$ cat src/rtl/lfw_pkg.sv
package lfw_pkg;

   typedef enum logic [3:0] {
      PH_IDLE,
      PH_SETTLE,
      PH_PULSE0,
      PH_GAP0,
      PH_PULSE1,
      PH_GAP1,
      PH_PULSE2,
      PH_GAP2,
      PH_PULSE3,
      PH_READ_GAP,
      PH_CAPTURE
   } lfw_phase_e;

   // Number of field-on pulses in the wake preamble.
   localparam int LFW_NUM_PULSES = 4;

   function automatic logic lfw_field_on(lfw_phase_e p);
      return !(p inside {PH_IDLE, PH_GAP0, PH_GAP1, PH_GAP2});
   endfunction

endpackage

$ cat src/rtl/lfw_interval_timer.sv
module lfw_interval_timer #(
   parameter int TMR_W = 16
) (
   input  logic             clk,
   input  logic             rst_n,
   input  logic             load_i,
   input  logic [TMR_W-1:0] load_val_i,
   input  logic             tick_i,
   output logic             last_o
);

   localparam logic [TMR_W-1:0] ONE = TMR_W'(1);

   logic [TMR_W-1:0] remain_q;

   always_ff @(posedge clk) begin
      if (!rst_n) begin
         remain_q <= '0;
      end else if (load_i) begin
         remain_q <= load_val_i;
      end else if (tick_i && (remain_q != '0)) begin
         remain_q <= remain_q - ONE;
      end
   end

   // The phase ends in the clock that consumes its final tick.
   assign last_o = tick_i && (remain_q == ONE);

endmodule

$ cat src/rtl/lfw_sample_window.sv
module lfw_sample_window #(
   parameter int COUNT = 20000,
   parameter int CNT_W = 15
) (
   input  logic clk,
   input  logic rst_n,
   input  logic arm_i,
   input  logic enable_i,
   input  logic stb_i,
   output logic last_o
);

   generate
      if (COUNT == 1) begin : g_single
         // A window of one sample needs no counter.
         logic unused_single;
         assign unused_single = ^{clk, rst_n, arm_i};
         assign last_o = enable_i && stb_i;
      end else begin : g_counted
         localparam logic [CNT_W-1:0] LOAD = CNT_W'(COUNT);
         localparam logic [CNT_W-1:0] ONE  = CNT_W'(1);

         logic [CNT_W-1:0] left_q;

         always_ff @(posedge clk) begin
            if (!rst_n) begin
               left_q <= '0;
            end else if (arm_i) begin
               left_q <= LOAD;
            end else if (enable_i && stb_i && (left_q != '0)) begin
               left_q <= left_q - ONE;
            end
         end

         assign last_o = enable_i && stb_i && (left_q == ONE);
      end
   endgenerate

endmodule

$ cat src/rtl/lfw_phase_seq.sv
module lfw_phase_seq
   import lfw_pkg::*;
#(
   parameter int SETTLE_US = 50000,
   parameter int SHORT_US  = 800,
   parameter int LONG_US   = 3600,
   parameter int GAP_US    = 2200,
   parameter int GAP_W     = 16,
   parameter int TMR_W     = 16
) (
   input  logic             clk,
   input  logic             rst_n,
   input  logic             start_i,
   input  logic [GAP_W-1:0] read_gap_i,
   input  logic             tmr_last_i,
   input  logic             smp_last_i,
   output logic             tmr_load_o,
   output logic [TMR_W-1:0] tmr_val_o,
   output logic             smp_arm_o,
   output lfw_phase_e       phase_o,
   output logic             done_o
);

   localparam logic [TMR_W-1:0] SETTLE_LEN = TMR_W'(SETTLE_US);
   localparam logic [TMR_W-1:0] GAP_LEN    = TMR_W'(GAP_US);

   // Pulse lengths alternate short/long, starting with short.
   logic [TMR_W-1:0] pulse_len [LFW_NUM_PULSES];
   for (genvar i = 0; i < LFW_NUM_PULSES; i++) begin : g_pulse
      if ((i % 2) == 0) begin : g_short
         assign pulse_len[i] = TMR_W'(SHORT_US);
      end else begin : g_long
         assign pulse_len[i] = TMR_W'(LONG_US);
      end
   end

   lfw_phase_e phase_q, phase_d;
   logic       done_q, done_d;

   always_comb begin
      phase_d    = phase_q;
      tmr_load_o = 1'b0;
      tmr_val_o  = '0;
      smp_arm_o  = 1'b0;
      done_d     = 1'b0;
      unique case (phase_q)
         PH_IDLE: if (start_i) begin
            phase_d    = PH_SETTLE;
            tmr_load_o = 1'b1;
            tmr_val_o  = SETTLE_LEN;
         end
         PH_SETTLE: if (tmr_last_i) begin
            phase_d    = PH_PULSE0;
            tmr_load_o = 1'b1;
            tmr_val_o  = pulse_len[0];
         end
         PH_PULSE0: if (tmr_last_i) begin
            phase_d    = PH_GAP0;
            tmr_load_o = 1'b1;
            tmr_val_o  = GAP_LEN;
         end
         PH_GAP0: if (tmr_last_i) begin
            phase_d    = PH_PULSE1;
            tmr_load_o = 1'b1;
            tmr_val_o  = pulse_len[1];
         end
         PH_PULSE1: if (tmr_last_i) begin
            phase_d    = PH_GAP1;
            tmr_load_o = 1'b1;
            tmr_val_o  = GAP_LEN;
         end
         PH_GAP1: if (tmr_last_i) begin
            phase_d    = PH_PULSE2;
            tmr_load_o = 1'b1;
            tmr_val_o  = pulse_len[2];
         end
         PH_PULSE2: if (tmr_last_i) begin
            phase_d    = PH_GAP2;
            tmr_load_o = 1'b1;
            tmr_val_o  = GAP_LEN;
         end
         PH_GAP2: if (tmr_last_i) begin
            phase_d    = PH_PULSE3;
            tmr_load_o = 1'b1;
            tmr_val_o  = pulse_len[3];
         end
         PH_PULSE3: if (tmr_last_i) begin
            if (read_gap_i == '0) begin
               phase_d   = PH_CAPTURE;
               smp_arm_o = 1'b1;
            end else begin
               phase_d    = PH_READ_GAP;
               tmr_load_o = 1'b1;
               tmr_val_o  = TMR_W'(read_gap_i);
            end
         end
         PH_READ_GAP: if (tmr_last_i) begin
            phase_d   = PH_CAPTURE;
            smp_arm_o = 1'b1;
         end
         PH_CAPTURE: if (smp_last_i) begin
            phase_d = PH_IDLE;
            done_d  = 1'b1;
         end
         default: phase_d = PH_IDLE;
      endcase
   end

   always_ff @(posedge clk) begin
      if (!rst_n) begin
         phase_q <= PH_IDLE;
         done_q  <= 1'b0;
      end else begin
         phase_q <= phase_d;
         done_q  <= done_d;
      end
   end

   assign phase_o = phase_q;
   assign done_o  = done_q;

endmodule

$ cat src/rtl/lfw_wake_seq.sv
module lfw_wake_seq
   import lfw_pkg::*;
#(
   parameter int SETTLE_US    = 50000,
   parameter int SHORT_US     = 800,
   parameter int LONG_US      = 3600,
   parameter int GAP_US       = 2200,
   parameter int SAMPLE_COUNT = 20000,
   parameter int GAP_W        = 16,
   parameter int TMR_W        = 16
) (
   input  logic             clk,
   input  logic             rst_n,
   input  logic             start_i,
   input  logic             us_tick_i,
   input  logic             sample_stb_i,
   input  logic [GAP_W-1:0] read_gap_us_i,
   output logic             field_en_o,
   output logic             capture_en_o,
   output logic             busy_o,
   output logic             done_o
);

   localparam int SMP_W   = (SAMPLE_COUNT > 1) ? $clog2(SAMPLE_COUNT + 1) : 1;
   localparam int TMR_MAX = (1 << TMR_W) - 1;

   // Elaboration-time parameter checks.
   if (TMR_W < GAP_W) begin : g_chk_gap_w
      $error("lfw_wake_seq: TMR_W must hold a full read gap");
   end
   if ((SETTLE_US < 1) || (SETTLE_US > TMR_MAX)) begin : g_chk_settle
      $error("lfw_wake_seq: SETTLE_US out of timer range");
   end
   if ((SHORT_US < 1) || (LONG_US < 1) || (GAP_US < 1) ||
       (SHORT_US > TMR_MAX) || (LONG_US > TMR_MAX) || (GAP_US > TMR_MAX)) begin : g_chk_pre
      $error("lfw_wake_seq: preamble durations out of timer range");
   end
   if (SAMPLE_COUNT < 1) begin : g_chk_smp
      $error("lfw_wake_seq: SAMPLE_COUNT must be at least one");
   end

   lfw_phase_e       phase;
   logic             tmr_load;
   logic [TMR_W-1:0] tmr_val;
   logic             tmr_last;
   logic             smp_arm;
   logic             smp_last;
   logic             done;

   lfw_phase_seq #(
      .SETTLE_US (SETTLE_US),
      .SHORT_US  (SHORT_US),
      .LONG_US   (LONG_US),
      .GAP_US    (GAP_US),
      .GAP_W     (GAP_W),
      .TMR_W     (TMR_W)
   ) seq_i (
      .clk        (clk),
      .rst_n      (rst_n),
      .start_i    (start_i),
      .read_gap_i (read_gap_us_i),
      .tmr_last_i (tmr_last),
      .smp_last_i (smp_last),
      .tmr_load_o (tmr_load),
      .tmr_val_o  (tmr_val),
      .smp_arm_o  (smp_arm),
      .phase_o    (phase),
      .done_o     (done)
   );

   lfw_interval_timer #(
      .TMR_W (TMR_W)
   ) tmr_i (
      .clk        (clk),
      .rst_n      (rst_n),
      .load_i     (tmr_load),
      .load_val_i (tmr_val),
      .tick_i     (us_tick_i),
      .last_o     (tmr_last)
   );

   lfw_sample_window #(
      .COUNT (SAMPLE_COUNT),
      .CNT_W (SMP_W)
   ) win_i (
      .clk      (clk),
      .rst_n    (rst_n),
      .arm_i    (smp_arm),
      .enable_i (phase == PH_CAPTURE),
      .stb_i    (sample_stb_i),
      .last_o   (smp_last)
   );

   assign field_en_o   = lfw_field_on(phase);
   assign capture_en_o = (phase == PH_CAPTURE);
   assign busy_o       = (phase != PH_IDLE);
   assign done_o       = done;

endmodule

$ cat config.mk
export PLATFORM = sky130hd
export DESIGN_NAME = lfw_wake_seq
export DESIGN_NICKNAME = d
export VERILOG_FILES = /design/src/rtl/lfw_pkg.sv /design/src/rtl/lfw_interval_timer.sv /design/src/rtl/lfw_sample_window.sv /design/src/rtl/lfw_phase_seq.sv /design/src/rtl/lfw_wake_seq.sv
export SDC_FILE = /design/constraint.sdc
export NUM_CORES = 1
export LEC_CHECK = 0
export CAP_MARGIN = 20
export CELL_PAD_IN_SITES_DETAIL_PLACEMENT = 0
export CELL_PAD_IN_SITES_GLOBAL_PLACEMENT = 1
export CORE_MARGIN = 10
export CORE_UTILIZATION = 49
export CTS_BUF_LIST = sky130_fd_sc_hd__clkbuf_2
export DETAILED_ROUTE_END_ITERATION = 10
export DONT_BUFFER_PORTS = 1
export PLACE_DENSITY_LB_ADDON = 0.1
export SKIP_LAST_GASP = 1
export SYNTH_ARGS = -nofsm -noshare
export SYNTH_HDL_FRONTEND = slang
export SYNTH_SLANG_ARGS = --single-unit
$ cat constraint.sdc
create_clock -name clk -period 3.07 [get_ports clk]
set_input_delay 0.307 -clock clk [delete_from_list [all_inputs] [get_ports clk]]
set_output_delay 0.307 -clock clk [all_outputs]
set_load 0.1 [all_outputs]
Yosys cells after proc, flatten, opt, wreduce, memory -nomap -nowiden
Index checks and enable logic that the tools add are counted.
Storage, ports and cells
  bits in registers: 36
  bits of input ports: 21
  logic and storage cells: 85
Operators by class
  $add $sub $neg: 2
  eq/ne operators: 23
  mux-type cells: 33
  bitwise logic cells: 1
  reduce and logical (&&, ||, !) cells: 21
Operators with widths (number)
  two-way mux 16 bit: 5
  one-hot mux 16 bit (5 select lines): 1
  two-way mux 4 bit: 11
  one-hot mux 4 bit (11 select lines): 1
  two-way mux 15 bit: 2
  two-way mux 12 bit: 2
  inequality test 2 x 1 -> 1 bit (second input constant): 9
  equality test 16 x 1 -> 1 bit (second input constant): 1
  equality test 4 x 3 -> 1 bit (second input constant): 4
  zero test 16 bit: 1
  nonzero test 16 bit: 1
  subtractor 16 x 1 -> 16 bit (second input constant): 1
  equality test 15 x 1 -> 1 bit (second input constant): 1
  nonzero test 15 bit: 1
  subtractor 15 x 1 -> 15 bit (second input constant): 1
  equality test 4 bit (second input constant): 3
  AND reduction 11 bit: 1
  two-way mux 10 bit: 1
  equality test 4 x 2 -> 1 bit (second input constant): 2
  nonzero test 4 bit: 2
  two-way mux 1 bit: 7
  OR reduction 7 bit: 1
  OR reduction 2 bit: 3
  logical AND 1 bit: 5
  other kinds (11): 13

Longest topological paths before layout
Gate-level depths: netlist of run 1.
  depth after elaboration: 5
  depth in mapped cells: 8
  mapped depth without buffers: 7

By module
Synthesis of run 1 repeated with hierarchy kept, for this count alone.
Unflattened totals
  cell total of the unflattened synthesis: 321
  area total of the unflattened synthesis: 2544.9 um^2
By module, submodules not included
  lfw_interval_timer: times used 1, cells each 123, area an instance 994.7 um^2, sequential area each 320.3 um^2
  lfw_sample_window: times used 1, cells each 108, area an instance 899.6 um^2, sequential area each 300.3 um^2
  lfw_phase_seq: times used 1, cells each 84, area an instance 611.8 um^2, sequential area each 100.1 um^2
  lfw_wake_seq: times used 1, cells each 6, area an instance 38.8 um^2, sequential area each 0.0 um^2

Least setup slack after synthesis of run 1
No wires, ideal clock.
  kind: flip-flop to flip-flop
  start: register seq_i.phase_q[1], in the netlist seq_i.phase_o[1]
  end: register win_i.g_counted.left_q[5]
  setup time: 132 ps
  arrival: 2803 ps
  setup slack: 135 ps
  stages on the path, launching flop included: 8
  buffers on the path: 2
  clock period less this slack: 2935 ps
  path through: dfxtp_1 clkbuf_1 nor4bb_1 clkbuf_1 nand2_1 a2111oi_0 xnor2_1 a21oi_1
Between the ends
  word-level cells in the longest chain between the ends: 4
Ends and longest elaborated chain
  start, declared: RTL line lfw_phase_seq.sv:37  | lfw_phase_e phase_q, phase_d;
  start signal, assigned: RTL line lfw_phase_seq.sv:114  | phase_q <= phase_d;
  equality test 4 bit
  net capture_en_o: RTL line lfw_wake_seq.sv:19  | output logic capture_en_o,
  logical AND 1 bit (2 in series): RTL line lfw_sample_window.sv:30  | end else if (enable_i && stb_i && (left_q != '0)) begin
  nonzero test 2 bit (no source line)
  end signal, assigned: RTL line lfw_sample_window.sv:31  | left_q <= left_q - ONE;
  end, declared: RTL line lfw_sample_window.sv:23  | logic [CNT_W-1:0] left_q;
The timed path passes the listed nets, and every way through them passes these cells.
A chain may end at the register's enable or synchronous reset.

Final worst setup path of run 1
  start: register tmr_i.remain_q[2]
  end: register tmr_i.remain_q[15]
Between the ends
  word-level cells in the longest chain between the ends: 5
Ends and longest elaborated chain
  start, declared: RTL line lfw_interval_timer.sv:14  | logic [TMR_W-1:0] remain_q;
  start signal, assigned: RTL line lfw_interval_timer.sv:20  | remain_q <= load_val_i;
  start signal, assigned: RTL line lfw_interval_timer.sv:22  | remain_q <= remain_q - ONE;
  branches (longest 5 deep; another with subtractor 16 x 1 -> 16 bit)
Several ways; the timed one is not identified. The select of a mux whose other input is x is not followed.

==> results of run 1 <==
power by group:
group / total (W) / internal [W] / leakage (nW) / switching, W
Clock: 0.000228 / 0.0000550 / 0.0327 / 0.000173
Combinational: 0.00138 / 0.000515 / 0.531 / 0.000862
Sequential: 0.000719 / 0.000565 / 0.293 / 0.000154
final timing paths:
kind / to / slack [ns] / cells past startpoint
hold reg to reg: seq_i.done_o$_SDFF_PN0_ / 0.51 / 1
setup / recovery: tmr_i.remain_q[15]$_SDFFE_PN0P_ / 0.27 / 5
setup reg to reg: tmr_i.remain_q[15]$_SDFFE_PN0P_ / 0.27 / 5
hold / removal: seq_i.phase_o[1]$_SDFFE_PN0P_ / 0.04 / 2
worst max-delay path: stages (launching register included):
cell and delay (ns):
dfxtp_1 0.42, or4_1 0.66, or4_1 0.72, and4bb_2 0.48, a21oi_1 0.12, a221oi_2 0.28
area by class of cell:
type                    instances  area share, %
repair buffers                 10          3.274
flip-flops and latches         36          28.57
multi-input cells             237          61.46
clock inverters                 3         0.7440
clock buffers                   5         0.9921
inverters                      11          1.637
well taps                      67          3.323
metal layers:
metal  up-vias  part of all wire (%)
met2        72                    48
met4         0                  0.93
met1      1103                    45
met5         -                     0
li1       1171                     -
met3         6                   6.7
registers in the layout (all words and copies together) (netlist names):
register,cells
win_i.g_counted.left_q,15
tmr_i.remain_q,16
seq_i.phase_o,4
seq_i.done_o,1
cell families after synthesis:
family,after synthesis,synth area share [%]
compound gates,97,27.17
simple gates,120,28.91
flops,36,30.33
fa+ha+maj,5,2.633
mux,2,0.8952
buf+inv,30,5.266
xor+xnor,13,4.792
layout by cell type (no fill, tap or decap), drive strengths merged, types with 7 or more instances in the layout:
master | synthesis | routed
dfxtp | 36 | 36
buf | 5 | 7
nor4 | 19 | 19
inv | 11 | 11
nand2 | 20 | 20
xnor2 | 13 | 13
nor2 | 20 | 20
or4 | 9 | 9
a21oi | 32 | 32
o21ai | 10 | 10
nor3 | 14 | 14
o22ai | 12 | 12
through the flow:
stage               hold WS [ns]  utilization, %  instance area [um2]
global placement          0.4441           51.84                 2449
floorplan                 0.4334               -                 2376
global route            0.008749           53.40                 2522
finish                   0.03854           53.40                 2522
CTS                     0.001314           52.98                 2502
detailed placement        0.4497           51.84                 2449
==> results_dict.tcl, run 1 <==
set metrics [dict create \
    stdcell_count 369 \
    grt_max_degree 25 \
    grt_antenna_before_repair 0 \
    synth_top_cells_by_count "36 x dfxtp_1, 32 x a21oi_1, 20 x nor2_1" \
    syn_to_final_growth_pct 6.161 \
    crit_type "flip-flop to flip-flop" \
    numPlacedInstances 358 \
    wl_per_cell_um 17.85 \
    grt_most_used_layer "met2" \
    syn_area_per_cell_um2 7.842 \
    hp-start "rst_n" \
    grt_use_met3_pct 3.610 \
    synth_cells 303 \
    slew_viol_final 0 \
    crit_path_start_kind "flip-flop" \
    h-tree-depth 2 \
    portBuffers 0 \
    slew_headroom_pct 36.54 \
    cts_made_buffers 5 \
    fin_nets 327 \
    clk_path_buf_depth 2 \
    maxCapViolCount 0 \
    cts_root_buf "clkbuf_2" \
    row_count 25 \
    required_ns 3.38 \
    drive_gt1_share_pct 9.603 \
    post-place-ws_ns 0.3528 \
    fin_crit_ns 2.799 \
    worst_pin_slew_ns 0.9506 \
    drcViolationCount 0 \
    ys_seq_area_share_pct 30.33 \
    antenna_cells 0 \
    synth_edf_count 0 \
    hold_buffers 1 \
    outcome "finished clean" \
    hold_path.class "input port to flip-flop" \
    drt-initial-drc-count 214 \
    rsz0062_at_grt "no" \
    setup_tns_ns 0 \
    seqCellArea_um2 720.7 \
    setup.worst_path.end_class "flip-flop" \
    globalplace.congestion 0.8465 \
    grt_pass1_wl_um 10490 \
    first_global_vias 2040 \
    cts_tree "done" \
    p_per_area_nw_per_um2 920.8 \
    dr_total_vias 2352 \
    die-area_um2 8034 \
    dr.pass1.iters 4 \
    overflow 0 \
    detail_route.vias_per_cell 6.374 \
    postSynth.asyncResetShare_pct 0 \
    boundaryPins 25 \
    fmax_mhz 357.3 \
    clock_latency_ns 0.41 \
    regToRegStartpoint "tmr_i.remain_q[2]$_SDFFE_PN0P_" \
    synth_top_area_share_pct 30.33 \
    synth_cell_type_count 52 \
    clkTransAtPathRegs_ns 0.23 \
    ir_drop_mv 0.4784 \
    syn_nets 329 \
    initial_core_util_pct 50.30 \
    startpoint "tmr_i.remain_q[2]$_SDFFE_PN0P_" \
    worst_slack_ns 0.2714 \
    place_hpwl_um 4820 \
    cts_post_setup_buffers_inserted 0 \
    finalSetupViolations 0 \
    hold_violations 0 \
    p_leak_nw 0.8564 \
    ys_ff_latch 36 \
    yosysMostFrequentCell "dfxtp_1" \
    clock-sinks 36 \
    fin_crit_sh_pct 91.16 \
    synthTopCellsByArea "dfxtp_1 30%, a21oi_1 6.7%, nor4_1 5.0%" \
    ctsResizeCount 0 \
    power_w 0.002323 \
    die_w_um 89.64 \
    track_usage_pct 16.50 \
    met2_usage_pct 27.04 \
    grt_use_met1_pct 21.32 \
    die_height_um 89.64 \
    yosys.area.top_type "dfxtp_1" \
    drt_wl_total_um 6588 \
    fin_skew_ns 0.03846 \
    coreArea_um2 4723 \
    synth_area_um2 2376 \
    multi_input_area_um2 1550 \
    synth_flop_cell "dfxtp_1" \
    fillers 473 \
    ant_nets 0 \
    cp_max_fo 10 \
    synth.yosys.warnings 0 \
    arrival_ns 3.11 \
]
Power figures use the tool's default switching activity.
==> run 2, diff against run 1 <==
- CTS_BUF_LIST: sky130_fd_sc_hd__clkbuf_2 -> sky130_fd_sc_hd__clkbuf_8
- SETUP_SLACK_MARGIN: unset -> 0.4
==> results_dict.tcl, run 2 (synthesis gave the netlist of run 1 again) <==
set metrics [dict create \
    outcome "finished clean" \
    regToRegStartpoint "tmr_i.remain_q[2]$_SDFFE_PN0P_" \
    crit_path_start_kind "flip-flop" \
    arrival_ns 2.75 \
    dr_total_vias 2324 \
    fin_nets 326 \
    p_leak_nw 0.8745 \
    boundaryPins 25 \
    p_per_area_nw_per_um2 961.5 \
    hp-start "rst_n" \
    coreArea_um2 4723 \
    slew_headroom_pct 26.30 \
    ant_nets 0 \
    place_hpwl_um 4886 \
    syn_to_final_growth_pct 8.425 \
    grt_antenna_before_repair 0 \
    seqCellArea_um2 720.7 \
    fin_skew_ns 0.003718 \
    drive_gt1_share_pct 11.63 \
    fmax_mhz 388.6 \
    row_count 25 \
    hold_violations 0 \
    antenna_cells 0 \
    ir_drop_mv 0.4190 \
    dr.pass1.iters 4 \
    final_cell_mix "36 x dfxtp_1, 32 x a21oi_1, 19 x nand2_1, 19 x nor2_1, 18 x nor4_1" \
    worst_r2r_path_depth 5 \
    cts_root_buf "clkbuf_8" \
    clk_path_buf_depth 2 \
    die-area_um2 8034 \
    hold_buffers 0 \
    fin_crit_ns 2.573 \
    setup.worst_path.end_class "flip-flop" \
    cts_tree "done" \
    cts_made_buffers 5 \
    clock_latency_ns 0.30 \
    regToRegSetupSlack_ns 0.50 \
    detail_route.vias_per_cell 6.315 \
    portBuffers 0 \
    finalSetupViolations 0 \
    rr_endpoint "win_i.g_counted.left_q[8]$_SDFFE_PP0P_" \
    maxCapViolCount 0 \
    wl_met2_um 3165 \
    setup_tns_ns 0 \
    slew_viol_final 0 \
    multi_input_area_um2 1570 \
    regMostFlops "tmr_i.remain_q" \
    drt_wl_total_um 6629 \
    first_global_vias 2159 \
    worst_pin_slew_ns 1.103 \
    track_usage_pct 17.10 \
    required_ns 3.25 \
    power_w 0.002477 \
    wl_per_cell_um 18.01 \
    grt_max_degree 25 \
    overflow 0 \
    hold_path.class "input port to flip-flop" \
    clkTransAtPathRegs_ns 0.07 \
    clock-sinks 36 \
    fin_crit_sh_pct 83.81 \
    whs_path_depth 2 \
    largest_reg_flops 16 \
    dr_wl_met3_um 356 \
    routedLengthMet1_um 2991 \
    die_height_um 89.64 \
    layout_commonest_cell "dfxtp_1" \
    drcViolationCount 0 \
    initial_core_util_pct 50.30 \
    fillers 473 \
    h-tree-depth 2 \
    cp_max_fo 10 \
    hold_end "seq_i.done_o$_SDFF_PN0_" \
    globalplace.congestion 0.9737 \
    rsz0062_at_grt "yes" \
    grt_pass1_wl_um 10830 \
    crit_type "flip-flop to flip-flop" \
    routed.top_layer "met4" \
    drt-initial-drc-count 184 \
    die_w_um 89.64 \
]
run 2: cell types whose count changed in the layout (fill, tap and decap cells not counted), sizes merged:
cell         before  now
buf               7    9
clkbuf            5    6
clkinv            3    2
dlygate4sd3       3    0
run 2: through the flow:
step	util [%]	setup slack (ns)	cell area (um2)	hold slack, ns	instances
2_1_floorplan	-	0.6267	2381	0.4334	303
3_3_place_gp	52.24	0.3863	2467	0.4399	360
3_5_place_dp	52.24	0.3852	2467	0.4490	360
4_1_cts	54.36	0.4563	2567	0.1254	368
5_1_grt	54.54	0.3785	2576	0.1301	368
6_report	54.54	0.4970	2576	0.1332	368
run 2: layout make-up:
class                      count  share of cell area, %
clock buffer                   6                  3.205
timing repair buffer           9                  2.623
inverter                      11                  1.603
clock inverter                 2                 0.3885
sequential                    36                  27.97
multi-input combinational    237                  60.95
tap                           67                  3.254
run 2: timing repair:
action	in CTS	in global routing
endpoints found under the setup margin	4	12
resized for setup	2	2
buffers inserted	0	0
run 2: report_power, final:
group | internal, W | leakage (nW) | switching, W
registers | 0.000565 | 0.293 | 0.000153
clock network | 0.000179 | 0.0510 | 0.000183
logic | 0.000531 | 0.531 | 0.000865
total | 0.00128 | 0.875 | 0.00120
run 2: critical path: stages, from the launching register on:
cell,delay [ns]
dfxtp_1,0.37
or4_1,0.62
or4_4,0.63
or4_4,0.64
nand2_8,0.14
a21oi_1,0.05
run 2: per-layer routing:
metal  GRT usage [%]  up-vias
li1                -     1175
met5               0        -
met4           6.647        0
met1           20.74     1107
met3           5.235       11
met2           27.64       31
run 2: how the worst max path moves through the flow:
stage,startpoint,depth (start not counted),slack (ns),endpoint
after floorplan,tmr_i.remain_q[2]$_SDFFE_PN0P_,7,0.63,win_i.g_counted.left_q[1]$_SDFFE_PP0P_
after global placement,tmr_i.remain_q[2]$_SDFFE_PN0P_,5,0.39,tmr_i.remain_q[14]$_SDFFE_PN0P_
after detailed placement,tmr_i.remain_q[2]$_SDFFE_PN0P_,5,0.39,tmr_i.remain_q[14]$_SDFFE_PN0P_
after CTS,tmr_i.remain_q[2]$_SDFFE_PN0P_,6,0.46,tmr_i.remain_q[14]$_SDFFE_PN0P_
after global routing,tmr_i.remain_q[2]$_SDFFE_PN0P_,6,0.38,tmr_i.remain_q[14]$_SDFFE_PN0P_
final,tmr_i.remain_q[2]$_SDFFE_PN0P_,5,0.50,win_i.g_counted.left_q[8]$_SDFFE_PP0P_
